==> src/rtl/stmem_pkg.sv <==
package stmem_pkg;
    localparam int DLY_W  = 4;
    localparam int WAIT_W = 5;
    localparam int TURN_W = 4;
    localparam int CNT_W  = (WAIT_W > DLY_W) ? WAIT_W : DLY_W;

    typedef enum logic [2:0] {
        ST_IDLE   = 3'd0,
        ST_TURN   = 3'd1,
        ST_RSETUP = 3'd2,
        ST_RACT   = 3'd3,
        ST_WSETUP = 3'd4,
        ST_WACT   = 3'd5,
        ST_WEND   = 3'd6
    } seq_state_t;
endpackage

==> src/rtl/stmem_bank_cfg.sv <==
module stmem_bank_cfg
    import stmem_pkg::*;
#(
    parameter int NBANK = 4,
    localparam int BW = (NBANK > 1) ? $clog2(NBANK) : 1
) (
    input  logic [BW-1:0]           sel,
    input  logic [NBANK*DLY_W-1:0]  cfg_oe_dly,
    input  logic [NBANK*WAIT_W-1:0] cfg_rd_wait,
    input  logic [NBANK*DLY_W-1:0]  cfg_we_dly,
    input  logic [NBANK*WAIT_W-1:0] cfg_wr_wait,
    input  logic [NBANK*TURN_W-1:0] cfg_turn,
    output logic [DLY_W-1:0]        f_oe,
    output logic [WAIT_W-1:0]       f_rd,
    output logic [DLY_W-1:0]        f_we,
    output logic [WAIT_W-1:0]       f_wr,
    output logic [TURN_W-1:0]       f_turn
);
    logic [DLY_W-1:0]  oe_a   [NBANK];
    logic [WAIT_W-1:0] rd_a   [NBANK];
    logic [DLY_W-1:0]  we_a   [NBANK];
    logic [WAIT_W-1:0] wr_a   [NBANK];
    logic [TURN_W-1:0] turn_a [NBANK];

    for (genvar b = 0; b < NBANK; b++) begin : g_bank
        assign oe_a[b]   = cfg_oe_dly[b*DLY_W +: DLY_W];
        assign rd_a[b]   = cfg_rd_wait[b*WAIT_W +: WAIT_W];
        assign we_a[b]   = cfg_we_dly[b*DLY_W +: DLY_W];
        assign wr_a[b]   = cfg_wr_wait[b*WAIT_W +: WAIT_W];
        assign turn_a[b] = cfg_turn[b*TURN_W +: TURN_W];
    end

    assign f_oe   = oe_a[sel];
    assign f_rd   = rd_a[sel];
    assign f_we   = we_a[sel];
    assign f_wr   = wr_a[sel];
    assign f_turn = turn_a[sel];
endmodule

==> src/rtl/stmem_strobe.sv <==
module stmem_strobe
    import stmem_pkg::*;
#(
    parameter int NBANK = 4,
    parameter int NL    = 2,
    localparam int BW = (NBANK > 1) ? $clog2(NBANK) : 1
) (
    input  seq_state_t       st,
    input  logic [BW-1:0]    bank,
    input  logic [NL-1:0]    be,
    output logic [NBANK-1:0] cs_n,
    output logic             oe_n,
    output logic             we_n,
    output logic [NL-1:0]    bls_n,
    output logic             dq_oe
);
    logic cs_act, rd_strobe, wr_strobe, wr_phase;

    always_comb begin
        cs_act    = 1'b0;
        rd_strobe = 1'b0;
        wr_strobe = 1'b0;
        wr_phase  = 1'b0;
        unique case (st)
            ST_IDLE, ST_TURN: ;
            ST_RSETUP: cs_act = 1'b1;
            ST_RACT: begin
                cs_act    = 1'b1;
                rd_strobe = 1'b1;
            end
            ST_WSETUP, ST_WEND: begin
                cs_act   = 1'b1;
                wr_phase = 1'b1;
            end
            ST_WACT: begin
                cs_act    = 1'b1;
                wr_phase  = 1'b1;
                wr_strobe = 1'b1;
            end
            default: ;
        endcase
    end

    for (genvar b = 0; b < NBANK; b++) begin : g_cs
        assign cs_n[b] = !(cs_act && (bank == BW'(b)));
    end

    for (genvar i = 0; i < NL; i++) begin : g_lane
        assign bls_n[i] = !(wr_strobe && be[i]);
    end

    assign oe_n  = !rd_strobe;
    assign we_n  = !wr_strobe;
    assign dq_oe = wr_phase;
endmodule

==> src/rtl/stmem_seq.sv <==
module stmem_seq
    import stmem_pkg::*;
#(
    parameter int NBANK = 4,
    parameter int AW    = 16,
    parameter int DW    = 16,
    localparam int BW = (NBANK > 1) ? $clog2(NBANK) : 1,
    localparam int NL = DW / 8
) (
    input  logic                    clk,
    input  logic                    rst_n,
    input  logic                    req,
    input  logic                    req_wr,
    input  logic [BW-1:0]           req_bank,
    input  logic [AW-1:0]           req_addr,
    input  logic [DW-1:0]           req_wdata,
    input  logic [NL-1:0]           req_be,
    output logic                    done,
    output logic [DW-1:0]           rdata,
    input  logic [NBANK*DLY_W-1:0]  cfg_oe_dly,
    input  logic [NBANK*WAIT_W-1:0] cfg_rd_wait,
    input  logic [NBANK*DLY_W-1:0]  cfg_we_dly,
    input  logic [NBANK*WAIT_W-1:0] cfg_wr_wait,
    input  logic [NBANK*TURN_W-1:0] cfg_turn,
    output logic [AW-1:0]           mem_addr,
    output logic [NBANK-1:0]        mem_cs_n,
    output logic                    mem_oe_n,
    output logic                    mem_we_n,
    output logic [NL-1:0]           mem_bls_n,
    output logic [DW-1:0]           mem_dq_out,
    output logic                    mem_dq_oe,
    input  logic [DW-1:0]           mem_dq_in
);
    seq_state_t        st_q, st_d, st_start;
    logic [CNT_W-1:0]  cnt_q, cnt_d, cnt_start;
    logic              latch;
    logic              cur_wr;
    logic [BW-1:0]     cur_bank, last_bank, sel_bank;
    logic [AW-1:0]     addr_q;
    logic [DW-1:0]     wdata_q;
    logic [NL-1:0]     be_q;
    logic              last_rd;
    logic [TURN_W-1:0] turn_q;
    logic              need_turn, go_wr;
    logic [DLY_W-1:0]  f_oe, f_we;
    logic [WAIT_W-1:0] f_rd, f_wr;
    logic [TURN_W-1:0] f_turn;

    // In idle the incoming request picks the timing; afterwards the latched one
    assign sel_bank = (st_q == ST_IDLE) ? req_bank : cur_bank;
    assign go_wr    = (st_q == ST_IDLE) ? req_wr   : cur_wr;

    stmem_bank_cfg #(.NBANK(NBANK)) u_cfg (
        .sel         (sel_bank),
        .cfg_oe_dly  (cfg_oe_dly),
        .cfg_rd_wait (cfg_rd_wait),
        .cfg_we_dly  (cfg_we_dly),
        .cfg_wr_wait (cfg_wr_wait),
        .cfg_turn    (cfg_turn),
        .f_oe        (f_oe),
        .f_rd        (f_rd),
        .f_we        (f_we),
        .f_wr        (f_wr),
        .f_turn      (f_turn)
    );

    // A read leaves the bus owed a gap before a write or another bank
    assign need_turn = last_rd && (req_wr || (req_bank != last_bank));

    // First timed state of an access and its counter load
    always_comb begin
        if (go_wr) begin
            st_start  = ST_WSETUP;
            cnt_start = CNT_W'(f_we);
        end else if (f_oe != '0) begin
            st_start  = ST_RSETUP;
            cnt_start = CNT_W'(f_oe) - CNT_W'(1);
        end else begin
            st_start  = ST_RACT;
            cnt_start = CNT_W'(f_rd);
        end
    end

    always_comb begin
        st_d  = st_q;
        cnt_d = cnt_q;
        latch = 1'b0;
        unique case (st_q)
            ST_IDLE: begin
                if (req) begin
                    latch = 1'b1;
                    if (need_turn) begin
                        st_d  = ST_TURN;
                        cnt_d = CNT_W'(turn_q);
                    end else begin
                        st_d  = st_start;
                        cnt_d = cnt_start;
                    end
                end
            end
            ST_TURN: begin
                if (cnt_q == '0) begin
                    st_d  = st_start;
                    cnt_d = cnt_start;
                end else begin
                    cnt_d = cnt_q - CNT_W'(1);
                end
            end
            ST_RSETUP: begin
                if (cnt_q == '0) begin
                    st_d  = ST_RACT;
                    cnt_d = CNT_W'(f_rd);
                end else begin
                    cnt_d = cnt_q - CNT_W'(1);
                end
            end
            ST_RACT: begin
                if (cnt_q == '0) st_d = ST_IDLE;
                else             cnt_d = cnt_q - CNT_W'(1);
            end
            ST_WSETUP: begin
                if (cnt_q == '0) begin
                    st_d  = ST_WACT;
                    cnt_d = CNT_W'(f_wr);
                end else begin
                    cnt_d = cnt_q - CNT_W'(1);
                end
            end
            ST_WACT: begin
                if (cnt_q == '0) st_d = ST_WEND;
                else             cnt_d = cnt_q - CNT_W'(1);
            end
            ST_WEND: st_d = ST_IDLE;
            default: st_d = ST_IDLE;
        endcase
    end

    assign done = ((st_q == ST_RACT) && (cnt_q == '0)) || (st_q == ST_WEND);

    // State register
    always_ff @(posedge clk or negedge rst_n) begin
        if (!rst_n) begin
            st_q  <= ST_IDLE;
            cnt_q <= '0;
        end else begin
            st_q  <= st_d;
            cnt_q <= cnt_d;
        end
    end

    // Request capture and read-history tracking
    always_ff @(posedge clk or negedge rst_n) begin
        if (!rst_n) begin
            cur_wr    <= 1'b0;
            cur_bank  <= '0;
            addr_q    <= '0;
            wdata_q   <= '0;
            be_q      <= '0;
            last_rd   <= 1'b0;
            last_bank <= '0;
            turn_q    <= '0;
        end else begin
            if (latch) begin
                cur_wr   <= req_wr;
                cur_bank <= req_bank;
                addr_q   <= req_addr;
                wdata_q  <= req_wdata;
                be_q     <= req_be;
            end
            if (done) begin
                last_rd   <= !cur_wr;
                last_bank <= cur_bank;
                turn_q    <= f_turn;
            end
        end
    end

    stmem_strobe #(.NBANK(NBANK), .NL(NL)) u_strobe (
        .st    (st_q),
        .bank  (cur_bank),
        .be    (be_q),
        .cs_n  (mem_cs_n),
        .oe_n  (mem_oe_n),
        .we_n  (mem_we_n),
        .bls_n (mem_bls_n),
        .dq_oe (mem_dq_oe)
    );

    assign mem_addr   = addr_q;
    assign mem_dq_out = wdata_q;
    assign rdata      = mem_dq_in;
endmodule

==> config.mk <==
export PLATFORM = sky130hd
export DESIGN_NAME = stmem_seq
export DESIGN_NICKNAME = d
export VERILOG_FILES = /design/src/rtl/stmem_pkg.sv /design/src/rtl/stmem_bank_cfg.sv /design/src/rtl/stmem_strobe.sv /design/src/rtl/stmem_seq.sv
export SDC_FILE = /design/constraint.sdc
export NUM_CORES = 1
export LEC_CHECK = 0
export ABC_CLOCK_PERIOD_IN_PS = 4340
export CAP_MARGIN = 0
export CORE_ASPECT_RATIO = 1.25
export CORE_MARGIN = 4
export CORE_UTILIZATION = 35
export CTS_BUF_LIST = sky130_fd_sc_hd__clkbuf_16
export CTS_CLUSTER_DIAMETER = 150
export CTS_CLUSTER_SIZE = 30
export DETAILED_ROUTE_END_ITERATION = 12
export MAX_ROUTING_LAYER = met4
export PLACE_DENSITY = 0.71
export REMOVE_ABC_BUFFERS = 1
export SYNTH_ARGS = -nofsm -noshare
export SYNTH_HDL_FRONTEND = slang
export SYNTH_SLANG_ARGS = --single-unit
==> constraint.sdc <==
create_clock -name clk -period 4.34 [get_ports clk]
set_input_delay 0.868 -clock clk [delete_from_list [all_inputs] [get_ports clk]]
set_output_delay 0.868 -clock clk [all_outputs]
set_load 0.1 [all_outputs]
Word-level counts from Yosys, hierarchy flattened:

Cells that the tools add are included.

* add/subtract/negate cells: 2
* magnitude comparators: 1
* muxes and demuxes: 42
* eq/ne operators: 17
* reduce and logical (&&, ||, !) cells: 29
* bitwise operators: 1

Operators by type and width (count)
* 5-bit two-way mux: 12
* 5-bit case mux with 5 select lines: 1
* 4-bit binary-select mux with 2-bit select: 3
* 3-bit two-way mux: 8
* 4-bit two-way mux: 6
* 5-bit binary-select mux with 2-bit select: 2
* 3-bit case mux with 6 select lines: 1
* 2-bit inequality test, second input constant: 7
* 3-bit == test, second input constant: 3
* 1-bit zero test: 9
* 1-bit logical AND: 8
* 1-bit two-way mux: 8
* 3-bit by 2-bit == test with 1-bit output, second input constant: 2
* 6-bit AND reduction: 1
* 5-bit zero test: 1
* 5-bit nonzero test: 1
* 5-bit OR reduction: 1
* 4-bit by 1-bit subtractor with 5-bit output, second input constant: 1
* 5-bit by 1-bit subtractor with 5-bit output, second input constant: 1
* 2-bit == test, second input constant: 2
* 4-bit nonzero test: 1
* 3-bit by 1-bit == test with 1-bit output, second input constant: 1
* 3-bit greater-or-equal comparator, second input constant: 1
* 3-bit zero test: 1
* other kinds (9): 10

* input port bits: 144
* logic and storage cells: 102
* bits in registers: 52

Depth between registers and ports, before layout:

* depth in word-level cells: 12
* gate-level depth with buffers: 14
* mapped depth without buffers: 11

Modules after synthesis:

A second synthesis with hierarchy kept.

* cell total of the unflattened synthesis: 305
* area, all modules: 3472.1 um^2

Modules (own cells, without submodules)
* stmem_seq: area an instance 2834.0 um^2, times used 1, cells an instance 262, sequential area each 1301.2 um^2
* stmem_bank_cfg: area an instance 535.5 um^2, times used 1, cells an instance 26, sequential area each 0.0 um^2
* stmem_strobe: area an instance 102.6 um^2, times used 1, cells an instance 17, sequential area each 0.0 um^2

Worst setup path after synthesis:

No wires, ideal clock.

* path type: register -> output
* from: reg st_q[0]
* to: out mem_cs_n[3]
* stages on the path, launching flop included: 6
* path buffers: 2
* arrival time: 3.345 ns
* setup slack: 0.127 ns
* path through: dfrtp_1 buf_6 clkbuf_1 a21oi_1 nand2b_1 nand3_1

* cells in the longest elaborated chain, start to end: 5
* elaborated cells on any way between the ends: 9
* classes of those cells: eq/ne: 5; mux: 1; reduce/logical: 3

Ends and longest elaborated chain
* start: declaration: RTL line stmem_seq.sv:34 `seq_state_t st_q, st_d, st_start;`
* start signal: assignment: RTL line stmem_seq.sv:146 `st_q <= st_d;`
* 3-bit by 2-bit == test with 1-bit output or 3-bit == test (tied branches): RTL line stmem_strobe.sv:24 `unique case (st)`
* 5-bit OR reduction (no source line) (*)
* 1-bit two-way mux (*): RTL line stmem_strobe.sv:24
* 1-bit logical AND (*): RTL line stmem_strobe.sv:45 `assign cs_n[b] = !(cs_act && (bank == BW'(b)));`
* 1-bit zero test (*): RTL line stmem_strobe.sv:45
* end: declaration: RTL line stmem_seq.sv:26 `output logic [NBANK-1:0] mem_cs_n,`

Every way passes the cells marked *; elsewhere a longest branch is shown, timed or not.

Worst setup path after layout:

* from: reg st_q[2]
* to: out done

* cells in the longest elaborated chain, start to end: 3
* elaborated cells on any way between the ends: 4
* classes of those cells: eq/ne: 2; reduce/logical: 2

Ends and longest elaborated chain
* 3-bit by 2-bit == test with 1-bit output: RTL line stmem_seq.sv:138 `assign done = ((st_q == ST_RACT) && (cnt_q == '0)) || (st_q == ST_WEND);`
* 1-bit logical AND: RTL line stmem_seq.sv:138
* 1-bit logical OR (*): RTL line stmem_seq.sv:138
* end: declaration: RTL line stmem_seq.sv:18 `output logic done,`

Marked as above.

==> run summary <==
CTS buffer count: 5
Initial core utilization: 36.34%
HP Class: reg2reg
Pin count of the biggest net entering global routing: 37
Final std cells w/o fill: 764
Leakage: 2.473 nW
CTS tree: built
Grt ovf: 0
Post-route ant nets: 0
First-pass GRT wire length: 22630 um
DRT iter0 DRCs: 244
Top post-synthesis cells by area: dfrtp_1 (33%), nand2_1 (15%), mux2i_1 (4.1%), mux4_2 (4.0%), mux2_2 (3.5%)
Top_reg_cell synth: dfrtp_1
MaxCap Viol Count: 0
Dpl ws: 0.4072 ns
Slew @ Worst Pin: 1.009 ns
Setup Viol. Count Final: 0
Max Slew Vio Count: 0
Via density: 5.622
Post-CTS Repair Setup Buffers: 0
Layout cell share with drive strength beyond 1: 10.13%
# IOs: 202
Most frequent cells in the layout: clkdlybuf4s50_1 (158), nand2_1 (156), dfrtp_1 (52)
Post-Route WL: 14370 um
Crit. End Element: output pin
Cell Area, Synth: 0.003896 mm^2
Fin nets: 777
Reg2reg path depth: 10
Post-Syn Instances: 486
PortBufs: 169
GPL Wtd Cong: 0.8996
Clk slew on worst S/H paths: 0.07 ns
Clock Latency Late Sink: 0.29 ns
Unique masters post-synth: 56
Sequential Area: 0.001301 mm^2
Most common cell after layout, fill and taps aside: clkdlybuf4s50_1
Top Layer Used: met4
Async SR Flop Fraction: 100.0%
PD cells: 806.3 mW/mm^2
Placed Area: 0.005565 mm^2
Status: complete, no violations
Mapped Avg Cell Area: 8.017 um^2
Metal1 wirelength: 5855 um
Hold path startpoint: mem_dq_out[0]
Gr usage total: 22.57%
WS Path Type: reg2out
Post-synth top area cell: dfrtp_1
Antenna cells: 0
Ys Warns: 0
Post-synth EDFFs: 0
Worst R2R Start: st_q[2]
Layout filler cell count: 1040
Area Overhead vs Synth: 47.01%
Sequential area share after synthesis: 33.40%
Max-slew headroom: 32.52%
Peak Freq: 265.7 MHz
Routed met2 length: 6484 um
Setup TNS: 0 ns
Die area: 0.01289 mm^2
Reg2Reg Setup Slack: 0.96 ns
Bufs on Longest Clock Path: 2
Worst hold stages: 2
Worst ir drop on vdd: 0.6863 mV
Inst Count DP: 756
1st-pass router iterations: 5
Crit path time final: 3.764 ns
CTS Sinks: 52
Via Count: 4295
Crit path required time: 3.47 ns
FF-to-FF End: cnt_q[1]
Post-CTS Hold Fix Bufs: 0
Root Driver: clkbuf_16
#FFs+latches synth: 52
Area share of the largest cell type after synthesis: 33.40%
Area of the multi-input gates: 0.002291 mm^2
Drt wl/cell: 18.81 um
Placed wire-length estimate: 11280 um
Post-CTS sizing: 0
Site Rows: 42
Final worst setup slack: 0.5757 ns
Worst Hold Path EP: mem_dq_out[0]
Fin area: 0.005728 mm^2
Util after Layout: 53.43%
Residual DRC count: 0
Vias in the first global route: 4485
Unrepaired setup endpoints after global routing: false
Die Wd: 102.4 um
H-tree Lvls: 2
Critical path arrival: 2.90 ns
Final Hold Viols: 0
CP Max Fanout: 19
Wire length on met3: 1723 um
Setup Skew: 0.008661 ns
Core area: 0.01072 mm^2
CP startpoint kind: flip-flop
Die Span Y: 126.0 um
Initial antenna violation count: 0
Crit share post-route: 86.73%
==> routing by layer <==
metal,track usage [%],vias to the layer above
met1,29.21,2025
met3,6.471,29
met5,-,-
li1,-,1986
met4,7.104,0
met2,34.06,255
==> synthesized netlist by cell type (3+ instances only) <==
| master | count |
|---|---|
| a32oi_1 | 4 |
| inv_1 | 7 |
| o221ai_1 | 3 |
| buf_4 | 17 |
| dfrtp_1 | 52 |
| o211ai_1 | 3 |
| o21ai_0 | 20 |
| and2_1 | 3 |
| buf_2 | 3 |
| a21oi_1 | 12 |
| mux4_2 | 7 |
| a211oi_1 | 10 |
| buf_6 | 4 |
| a221oi_1 | 3 |
| or3_1 | 3 |
| nor2_1 | 20 |
| a221o_1 | 3 |
| nor2b_1 | 5 |
| mux2_2 | 12 |
| nor3_1 | 15 |
| nand3_1 | 22 |
| buf_1 | 3 |
| clkbuf_1 | 19 |
| nand2_1 | 156 |
| mux2i_1 | 16 |
| xor2_1 | 3 |
| a31oi_1 | 7 |
| and3_1 | 12 |
==> cells by family after synthesis <==
kind of cell	share of synthesized area (%)
compound gates	16.57
fa+ha+maj	0.6422
buf+inv	7.803
xor+xnor	0.6745
mux	11.98
simple gates	28.93
flops	33.40
==> layout make-up <==
class	count	share of cell area [%]
timing repair buffer	184	30.97
sequential	52	22.72
clock inverter	3	0.6553
inverter	9	0.5898
clock buffer	5	2.184
tap	132	2.883
multi-input combinational	379	40.00
==> worst max-delay path: stages, from the launching register on <==
cell,delay [ns]
dfrtp_1,0.87
clkinv_1,0.51
nor2_1,0.47
a21oi_1,0.14
nor2_1,0.12
buf_4,0.18
buf_4,0.30
==> worst max path at each step <==
stage	start	to	cells after the start
detailed placement	req_bank[0]	cnt_q[0]	11
global placement	req_bank[1]	cnt_q[0]	9
finish	st_q[2]	done	6
global route	st_q[2]	done	6
CTS	st_q[2]	done	6
floorplan	st_q[2]	mem_cs_n[3]	4
==> registers in the layout, summed over array words and instances, names as in the netlist <==
| name | count |
|---|---|
| cur_bank | 2 |
| mem_dq_out | 16 |
| turn_q | 4 |
| be_q | 2 |
| cnt_q | 5 |
| st_q | 3 |
| last_bank | 2 |
| cur_wr | 1 |
| last_rd | 1 |
| mem_addr | 16 |
==> power breakdown <==
part	internal (mW)	switching [mW]	total, mW	leakage [nW]
registers	0.705	0.206	0.911	0.648
clock network	0.269	0.182	0.450	0.0789
logic	1.02	2.23	3.26	1.75
total	2.00	2.62	4.62	2.47
==> stage by stage <==
stage	hold WS (ns)	power, mW
2_1_floorplan	0.4455	3.226
5_1_grt	0.5006	4.877
3_3_place_gp	0.4568	4.106
6_report	0.4700	4.619
3_5_place_dp	0.4618	4.154
4_1_cts	0.4792	4.619
No activity file was read; power rests on OpenSTA's default activity.
